[config.mk]
export PLATFORM = sky130hd
export DESIGN_NAME = crc32_twostep
export DESIGN_NICKNAME = d
export VERILOG_FILES = /design/src/rtl/crc2s_pkg.sv /design/src/rtl/crc2s_ctrl.sv /design/src/rtl/crc2s_sparse_div.sv /design/src/rtl/crc2s_fold.sv /design/src/rtl/crc32_twostep.sv
export SDC_FILE = /design/constraint.sdc
export NUM_CORES = 1
export LEC_CHECK = 0
export ABC_AREA = 1
export CAP_MARGIN = 20
export CORE_ASPECT_RATIO = 1.5
export CORE_MARGIN = 2
export CORE_UTILIZATION = 65
export CTS_BUF_LIST = sky130_fd_sc_hd__clkbuf_2
export CTS_CLUSTER_SIZE = 20
export DETAILED_ROUTE_END_ITERATION = 6
export GPL_TIMING_DRIVEN = 0
export PLACE_DENSITY = 0.93
export SLEW_MARGIN = 20
export SYNTH_ARGS = -nofsm -noshare
export SYNTH_HDL_FRONTEND = slang
export SYNTH_SLANG_ARGS = --single-unit
[constraint.sdc]
create_clock -name clk -period 4.43 [get_ports clk]
set_clock_uncertainty 0.1 [all_clocks]
set_input_delay 0.6645 -clock clk [delete_from_list [all_inputs] [get_ports clk]]
set_output_delay 0.6645 -clock clk [all_outputs]
set_load 0.05 [all_outputs]
[src/rtl/crc2s_pkg.sv]
package crc2s_pkg;

    localparam int          DATA_W   = 8;
    localparam int          CRC_W    = 32;
    localparam logic [31:0] CRC_POLY = 32'h04C11DB7;
    localparam logic [31:0] CRC_INIT = 32'hFFFFFFFF;
    localparam int          SPR_W    = 123;

    // low-order terms of the sparse multiple of the CRC-32 generator
    localparam logic [SPR_W-1:0] SPR_TAPS =
        (123'd1 << 111) | (123'd1 << 92) | (123'd1 << 84) | (123'd1 << 64) |
        (123'd1 << 46)  | (123'd1 << 23) | 123'd1;

    typedef enum logic [1:0] {
        ST_IDLE,
        ST_ACCUM,
        ST_FOLD,
        ST_DONE
    } crc2s_state_e;

endpackage

[src/rtl/crc2s_ctrl.sv]
module crc2s_ctrl
    import crc2s_pkg::*;
(
    input  logic clk,
    input  logic rst_n,
    input  logic in_valid_i,
    input  logic in_last_i,
    input  logic fin_i,
    output logic ready_o,
    output logic done_o,
    output logic acc_o,
    output logic close_o
);

    crc2s_state_e st_q;
    crc2s_state_e st_d;

    assign acc_o   = in_valid_i && ready_o;
    assign close_o = acc_o && in_last_i;

    always_comb begin
        st_d = st_q;
        unique case (st_q)
            ST_IDLE, ST_ACCUM, ST_DONE: begin
                if (acc_o) st_d = in_last_i ? ST_FOLD : ST_ACCUM;
            end
            ST_FOLD: begin
                if (fin_i) st_d = ST_DONE;
            end
            default: st_d = ST_IDLE;
        endcase
    end

    always_ff @(posedge clk) begin
        if (!rst_n) st_q <= ST_IDLE;
        else        st_q <= st_d;
    end

    always_comb begin
        ready_o = 1'b1;
        done_o  = 1'b0;
        unique case (st_q)
            ST_FOLD: ready_o = 1'b0;
            ST_DONE: done_o  = 1'b1;
            default: ;
        endcase
    end


    close_ready_chk: assert property (@(posedge clk) disable iff (!rst_n)
        close_o |=> !ready_o);


    fold_exit_chk: assert property (@(posedge clk) disable iff (!rst_n)
        (st_q == ST_FOLD && !fin_i) |=> (st_q == ST_FOLD));

endmodule

[src/rtl/crc2s_sparse_div.sv]
module crc2s_sparse_div #(
    parameter int               SPR_W   = 123,
    parameter int               DATA_W  = 8,
    parameter logic [SPR_W-1:0] TAPS    = '0,
    parameter logic [SPR_W-1:0] PRELOAD = '0
) (
    input  logic              clk,
    input  logic              rst_n,
    input  logic              acc_i,
    input  logic              last_i,
    input  logic [DATA_W-1:0] data_i,
    output logic [SPR_W-1:0]  nxt_o
);

    // offset of the fed-back top byte that lands on a remainder bit, or -1
    function automatic int tap_off(input int bit_i);
        int r;
        r = -1;
        for (int d = 0; d < DATA_W; d++) begin
            if (bit_i - d >= 0) begin
                if (TAPS[bit_i - d]) r = d;
            end
        end
        return r;
    endfunction

    logic [SPR_W-1:0]  rem_q;
    logic [DATA_W-1:0] top_q;

    assign top_q = rem_q[SPR_W-1 -: DATA_W];

    for (genvar i = 0; i < SPR_W; i++) begin : g_bit
        localparam int OFF = tap_off(i);
        logic base;
        if (i < DATA_W) begin : g_in
            assign base = data_i[i];
        end else begin : g_sh
            assign base = rem_q[i-DATA_W];
        end
        if (OFF >= 0) begin : g_fb
            assign nxt_o[i] = base ^ top_q[OFF];
        end else begin : g_pass
            assign nxt_o[i] = base;
        end
    end

    always_ff @(posedge clk) begin
        if (!rst_n)      rem_q <= PRELOAD;
        else if (acc_i)  rem_q <= last_i ? PRELOAD : nxt_o;
    end

endmodule

[src/rtl/crc2s_fold.sv]
module crc2s_fold #(
    parameter int               CRC_W  = 32,
    parameter logic [CRC_W-1:0] POLY   = '0,
    parameter int               SPR_W  = 123,
    parameter int               DATA_W = 8
) (
    input  logic             clk,
    input  logic             rst_n,
    input  logic             load_i,
    input  logic [SPR_W-1:0] rem_i,
    output logic             fin_o,
    output logic [CRC_W-1:0] crc_o
);

    localparam int STEPS  = (SPR_W + DATA_W - 1) / DATA_W;
    localparam int FOLD_W = STEPS * DATA_W;
    localparam int CNT_W  = $clog2(STEPS + 1);

    function automatic logic [CRC_W-1:0] byte_step(input logic [CRC_W-1:0] c0,
                                                    input logic [DATA_W-1:0] b);
        logic [CRC_W-1:0] c;
        logic fb;
        c = c0;
        for (int k = DATA_W - 1; k >= 0; k--) begin
            fb = c[CRC_W-1] ^ b[k];
            c  = c << 1;
            if (fb) c = c ^ POLY;
        end
        return c;
    endfunction

    logic              busy_q;
    logic [CNT_W-1:0]  cnt_q;
    logic [FOLD_W-1:0] sh_q;
    logic [CRC_W-1:0]  crc_q;

    assign fin_o = busy_q && (cnt_q == CNT_W'(STEPS - 1));
    assign crc_o = crc_q;

    always_ff @(posedge clk) begin
        if (!rst_n) begin
            busy_q <= 1'b0;
            cnt_q  <= '0;
            sh_q   <= '0;
            crc_q  <= '0;
        end else if (load_i) begin
            busy_q <= 1'b1;
            cnt_q  <= '0;
            sh_q   <= FOLD_W'(rem_i);
            crc_q  <= '0;
        end else if (busy_q) begin
            crc_q <= byte_step(crc_q, sh_q[FOLD_W-1 -: DATA_W]);
            sh_q  <= sh_q << DATA_W;
            cnt_q <= cnt_q + 1'b1;
            if (fin_o) busy_q <= 1'b0;
        end
    end


    load_busy_chk: assert property (@(posedge clk) disable iff (!rst_n)
        !(load_i && busy_q));

endmodule

[src/rtl/crc32_twostep.sv]
module crc32_twostep #(
    parameter int                           DATA_W   = crc2s_pkg::DATA_W,
    parameter int                           CRC_W    = crc2s_pkg::CRC_W,
    parameter logic [crc2s_pkg::CRC_W-1:0]  CRC_POLY = crc2s_pkg::CRC_POLY,
    parameter logic [crc2s_pkg::CRC_W-1:0]  CRC_INIT = crc2s_pkg::CRC_INIT,
    parameter int                           SPR_W    = crc2s_pkg::SPR_W,
    parameter logic [crc2s_pkg::SPR_W-1:0]  SPR_TAPS = crc2s_pkg::SPR_TAPS
) (
    input  logic              clk,
    input  logic              rst_n,
    input  logic              in_valid,
    input  logic [DATA_W-1:0] in_data,
    input  logic              in_last,
    output logic              in_ready,
    output logic [CRC_W-1:0]  crc_out,
    output logic              crc_done
);

    // multiply by x^-1 modulo G, CRC_W times: x^CRC_W * result == init mod G
    function automatic logic [CRC_W-1:0] unshift_init(input logic [CRC_W-1:0] v0);
        logic [CRC_W-1:0] v;
        v = v0;
        for (int k = 0; k < CRC_W; k++) begin
            if (v[0]) v = ((v ^ CRC_POLY) >> 1) | (CRC_W'(1) << (CRC_W - 1));
            else      v = v >> 1;
        end
        return v;
    endfunction

    localparam logic [CRC_W-1:0] HDR     = unshift_init(CRC_INIT);
    localparam logic [SPR_W-1:0] PRELOAD = SPR_W'(HDR);

    logic             acc;
    logic             close;
    logic             fin;
    logic [SPR_W-1:0] spr_nxt;
    logic [CRC_W-1:0] fold_crc;

    crc2s_ctrl u_ctrl (
        .clk        (clk),
        .rst_n      (rst_n),
        .in_valid_i (in_valid),
        .in_last_i  (in_last),
        .fin_i      (fin),
        .ready_o    (in_ready),
        .done_o     (crc_done),
        .acc_o      (acc),
        .close_o    (close)
    );

    crc2s_sparse_div #(
        .SPR_W   (SPR_W),
        .DATA_W  (DATA_W),
        .TAPS    (SPR_TAPS),
        .PRELOAD (PRELOAD)
    ) u_sparse (
        .clk    (clk),
        .rst_n  (rst_n),
        .acc_i  (acc),
        .last_i (in_last),
        .data_i (in_data),
        .nxt_o  (spr_nxt)
    );

    crc2s_fold #(
        .CRC_W  (CRC_W),
        .POLY   (CRC_POLY),
        .SPR_W  (SPR_W),
        .DATA_W (DATA_W)
    ) u_fold (
        .clk    (clk),
        .rst_n  (rst_n),
        .load_i (close),
        .rem_i  (spr_nxt),
        .fin_o  (fin),
        .crc_o  (fold_crc)
    );

    assign crc_out = ~fold_crc;


    done_hold_chk: assert property (@(posedge clk) disable iff (!rst_n)
        (crc_done && $past(crc_done)) |-> $stable(crc_out));


    done_rise_chk: assert property (@(posedge clk) disable iff (!rst_n)
        $rose(crc_done) |-> $past(!in_ready));

endmodule

==> metrics.json <==
{
  "status": {
    "run_status": "finished, final reports clean"
  },
  "timing": {
    "layout_worst_path_cycle_share_pct": 68.99,
    "fin_crit_ns": 3.056,
    "layout_setup_ws_ns": 1.374,
    "hold_violations": 0,
    "max_slew.worst_pin.slew_ns": 0.9001,
    "worst_hold_slack_ns": 0.3704,
    "grt_setup_unrepaired": "no",
    "total_negative_slack_for_setup_checks_ns": 0,
    "fmax_ghz": 0.3272,
    "setup_viol_count_final": 0,
    "timing.max_slew.rel_slack_pct": 39.99,
    "timing.final.max_slew_violations": 0
  },
  "finish": {
    "layout.cells.non_filler": 2138,
    "fraction_of_layout_instances_using_a_drive_strength_above_1_pct": 10.10,
    "area_delta_synth_final_pct": 10.38,
    "design.final.nets": 1853,
    "fillCellCount": 1576
  },
  "detailed_routing": {
    "totalWireLength_um": 39720,
    "drc": 0,
    "avgViaCountPerCell": 5.978,
    "wl_per_cell_um": 18.58,
    "postRouteAntennaNets": 0,
    "drt_first_iter_violations": 1424,
    "detailroute.via_count": 12780,
    "drtPass1Iterations": 6
  },
  "synth": {
    "yosys.area.top_type": "dfxtp_1",
    "synth_cell_type_count": 31,
    "seq_area_frac_synth_pct": 45.92,
    "synth.net_count": 1740,
    "yosys_warnings": 0,
    "synth_area_per_cell_um2": 7.350,
    "post-synth-top-count-cell": "nand2_1",
    "ys_top_cells_by_area": "dfxtp_1 (46%), nand2_1 (16%), nand3_1 (6.2%), xor2_1 (4.7%), a31oi_1 (4.4%)",
    "synth-async-reset-ratio_pct": 0,
    "synthFlopType": "dfxtp_1",
    "ys_ff_latch": 291,
    "synthCells": 1726,
    "synth_top_area_share_pct": 45.92,
    "synth.cells.most_frequent": "nand2_1 (539), dfxtp_1 (291), nand3_1 (156)",
    "synth_enable_flop_cells": 0,
    "synth.cell_area_mm2": 0.01269
  },
  "worst_setup_path": {
    "setup.reg_to_reg.worst_slack_ns": 2.20,
    "timing.critical_path.fanout_max": 3,
    "critical_path_endpoint_category": "output pin",
    "crit_path_cell_trace": "inv_2, nor2_4, inv_1, clkdlybuf4s50_1",
    "worst_ep_required_time_ns": 3.67,
    "worst-setup-path-type": "register to output pin",
    "startpoint_type": "register",
    "worstPathArrival_ns": 2.29,
    "cpLargestDelayFamily": "buffers and inverters",
    "crit_path_top_delay_cell": "clkdlybuf4s50_1",
    "slowest_delay_ns": 0.70,
    "timing.critical_path.buf_inv": 3
  },
  "global_routing": {
    "globalRoute.busiestLayer": "met2",
    "grt_first_pass_wirelength_um": 62420,
    "groute.usage.overall_pct": 38.21,
    "globalRouteMet1Util_pct": 38.42,
    "grt_pass1_vias": 12380,
    "antenna_violations_before_repair": 1,
    "grt_max_degree": 11,
    "grt.met2_usage_pct": 67.82,
    "global_route.overflow_total": 0,
    "grt_use_met3_pct": 9.040
  },
  "die": {
    "floorplan.die.height_um": 175.1,
    "floorplan.core_area_mm2": 0.01916,
    "floorplan.die.width_um": 118.1,
    "design.die.area_mm2": 0.02067,
    "rows": 62,
    "start_util_pct": 66.21,
    "number_of_top_level_design_ports": 46
  },
  "cts": {
    "cts_resized": 0,
    "htree_levels": 3,
    "maximum_clock_path_buffer_count": 3,
    "cts-root-buf": "clkbuf_2",
    "ctsHoldBuffers": 0,
    "tritoncts_clock_tree": "yes",
    "worstSkewPairLatency_ns": 0.88,
    "cts_inserted_buffers": 66,
    "clock-sinks": 291,
    "clkTransAtPathRegs_ns": 0.13,
    "post-cts-setup-buffer-count": 0
  },
  "placement": {
    "dp_cells": 2027,
    "place.port_buffers": 45,
    "dpl.hpwl_um": 28080,
    "place_ws_ns": 1.662,
    "gp_congestion": 0.9841
  },
  "power": {
    "ir_worst_vdd_mv": 0.2795,
    "p_leak_nw": 5.847,
    "power.density_mw_per_mm2": 366.1
  },
  "job": {
    "drv.max_cap_violation_count": 0
  },
  "min_path": {
    "min-delay-path-class": "register to register"
  }
}
==> state kept, by name (all words and copies together) (netlist names) <==
register / count
u_fold.sh_q: 128
u_ctrl.st_q: 2
u_fold.busy_q: 1
u_fold.crc_o: 32
u_fold.cnt_q: 5
u_sparse.rem_q: 123
==> where the power goes <==
group          internal (mW)  switching [mW]  total, mW
Sequential              2.68          0.0428       2.72
Clock                  0.601            1.05       1.65
Combinational          0.202           0.554      0.756
==> routing by layer <==
| metal | vias up | share of wire (%) |
|---|---|---|
| met5 | - | 0 |
| met4 | 0 | 8.4 |
| met3 | 269 | 9.3 |
| met2 | 782 | 49 |
| met1 | 5858 | 33 |
| li1 | 5871 | - |
==> layout make-up <==
| cell class | count | area [um^2] | area share [%] |
|---|---|---|---|
| flip-flops and latches | 291 | 5826 | 41.60 |
| diodes | 1 | 2.502 | 0.01787 |
| clock buffers | 103 | 515.5 | 3.682 |
| multi-input cells | 1183 | 5817 | 41.54 |
| inverters | 129 | 484.2 | 3.458 |
| repair buffers | 45 | 450.4 | 3.217 |
| clock inverters | 7 | 27.53 | 0.1966 |
| plain buffers | 123 | 559.3 | 3.994 |
| well taps | 256 | 320.3 | 2.288 |
==> kinds of logic after synthesis <==
group           share of synthesized area, %
simple gates                           25.92
flops                                  45.92
compound gates                         13.52
buf+inv                                8.226
xor+xnor                               6.214
fa+ha+maj                             0.1972
==> worst paths after layout <==
check        cells after the start          startpoint                  to
min                              2  u_sparse.rem_q[32]  u_sparse.rem_q[40]
min reg2reg                      2  u_sparse.rem_q[32]  u_sparse.rem_q[40]
max                              4      u_ctrl.st_q[1]            in_ready
max reg2reg                      5       u_fold.busy_q     u_fold.sh_q[78]
==> placed cells by master (no fill, tap or decap), drive strengths merged <==
cell type / Yosys / routed
nand2: 548 / 548
and3: 1 / 1
xnor2: 22 / 22
clkdlybuf4s50: 0 / 45
or2: 3 / 3
nand3: 156 / 156
diode: 0 / 1
clkinv: 1 / 6
inv: 128 / 130
a31oi: 89 / 89
a21oi: 104 / 104
o21ai: 32 / 32
nand3b: 1 / 1
and2: 1 / 1
dfxtp: 291 / 291
xor2: 68 / 68
o221ai: 4 / 4
ha: 2 / 2
nor3: 3 / 3
buf: 68 / 68
nor2: 90 / 90
clkbuf: 55 / 158
o211ai: 11 / 11
a22oi: 48 / 48
==> stage by stage <==
stage	total power, mW	area [um^2]	util (%)
5_1_grt	5.299	14000	73.08
4_1_cts	5.088	14000	73.06
3_5_place_dp	3.513	13460	70.23
6_report	5.126	14000	73.08
3_3_place_gp	3.499	13460	70.23
2_1_floorplan	3.263	12690	-
==> tightest hold or removal path: cells and delay by family (launching register included) <==
family / cells / cell delay (ns)
flip-flops: 1 / 0.34
AND/OR/NAND/NOR: 1 / 0.06
AO/OA/AOI/OAI: 1 / 0.06
Power figures use the tool's default switching activity.
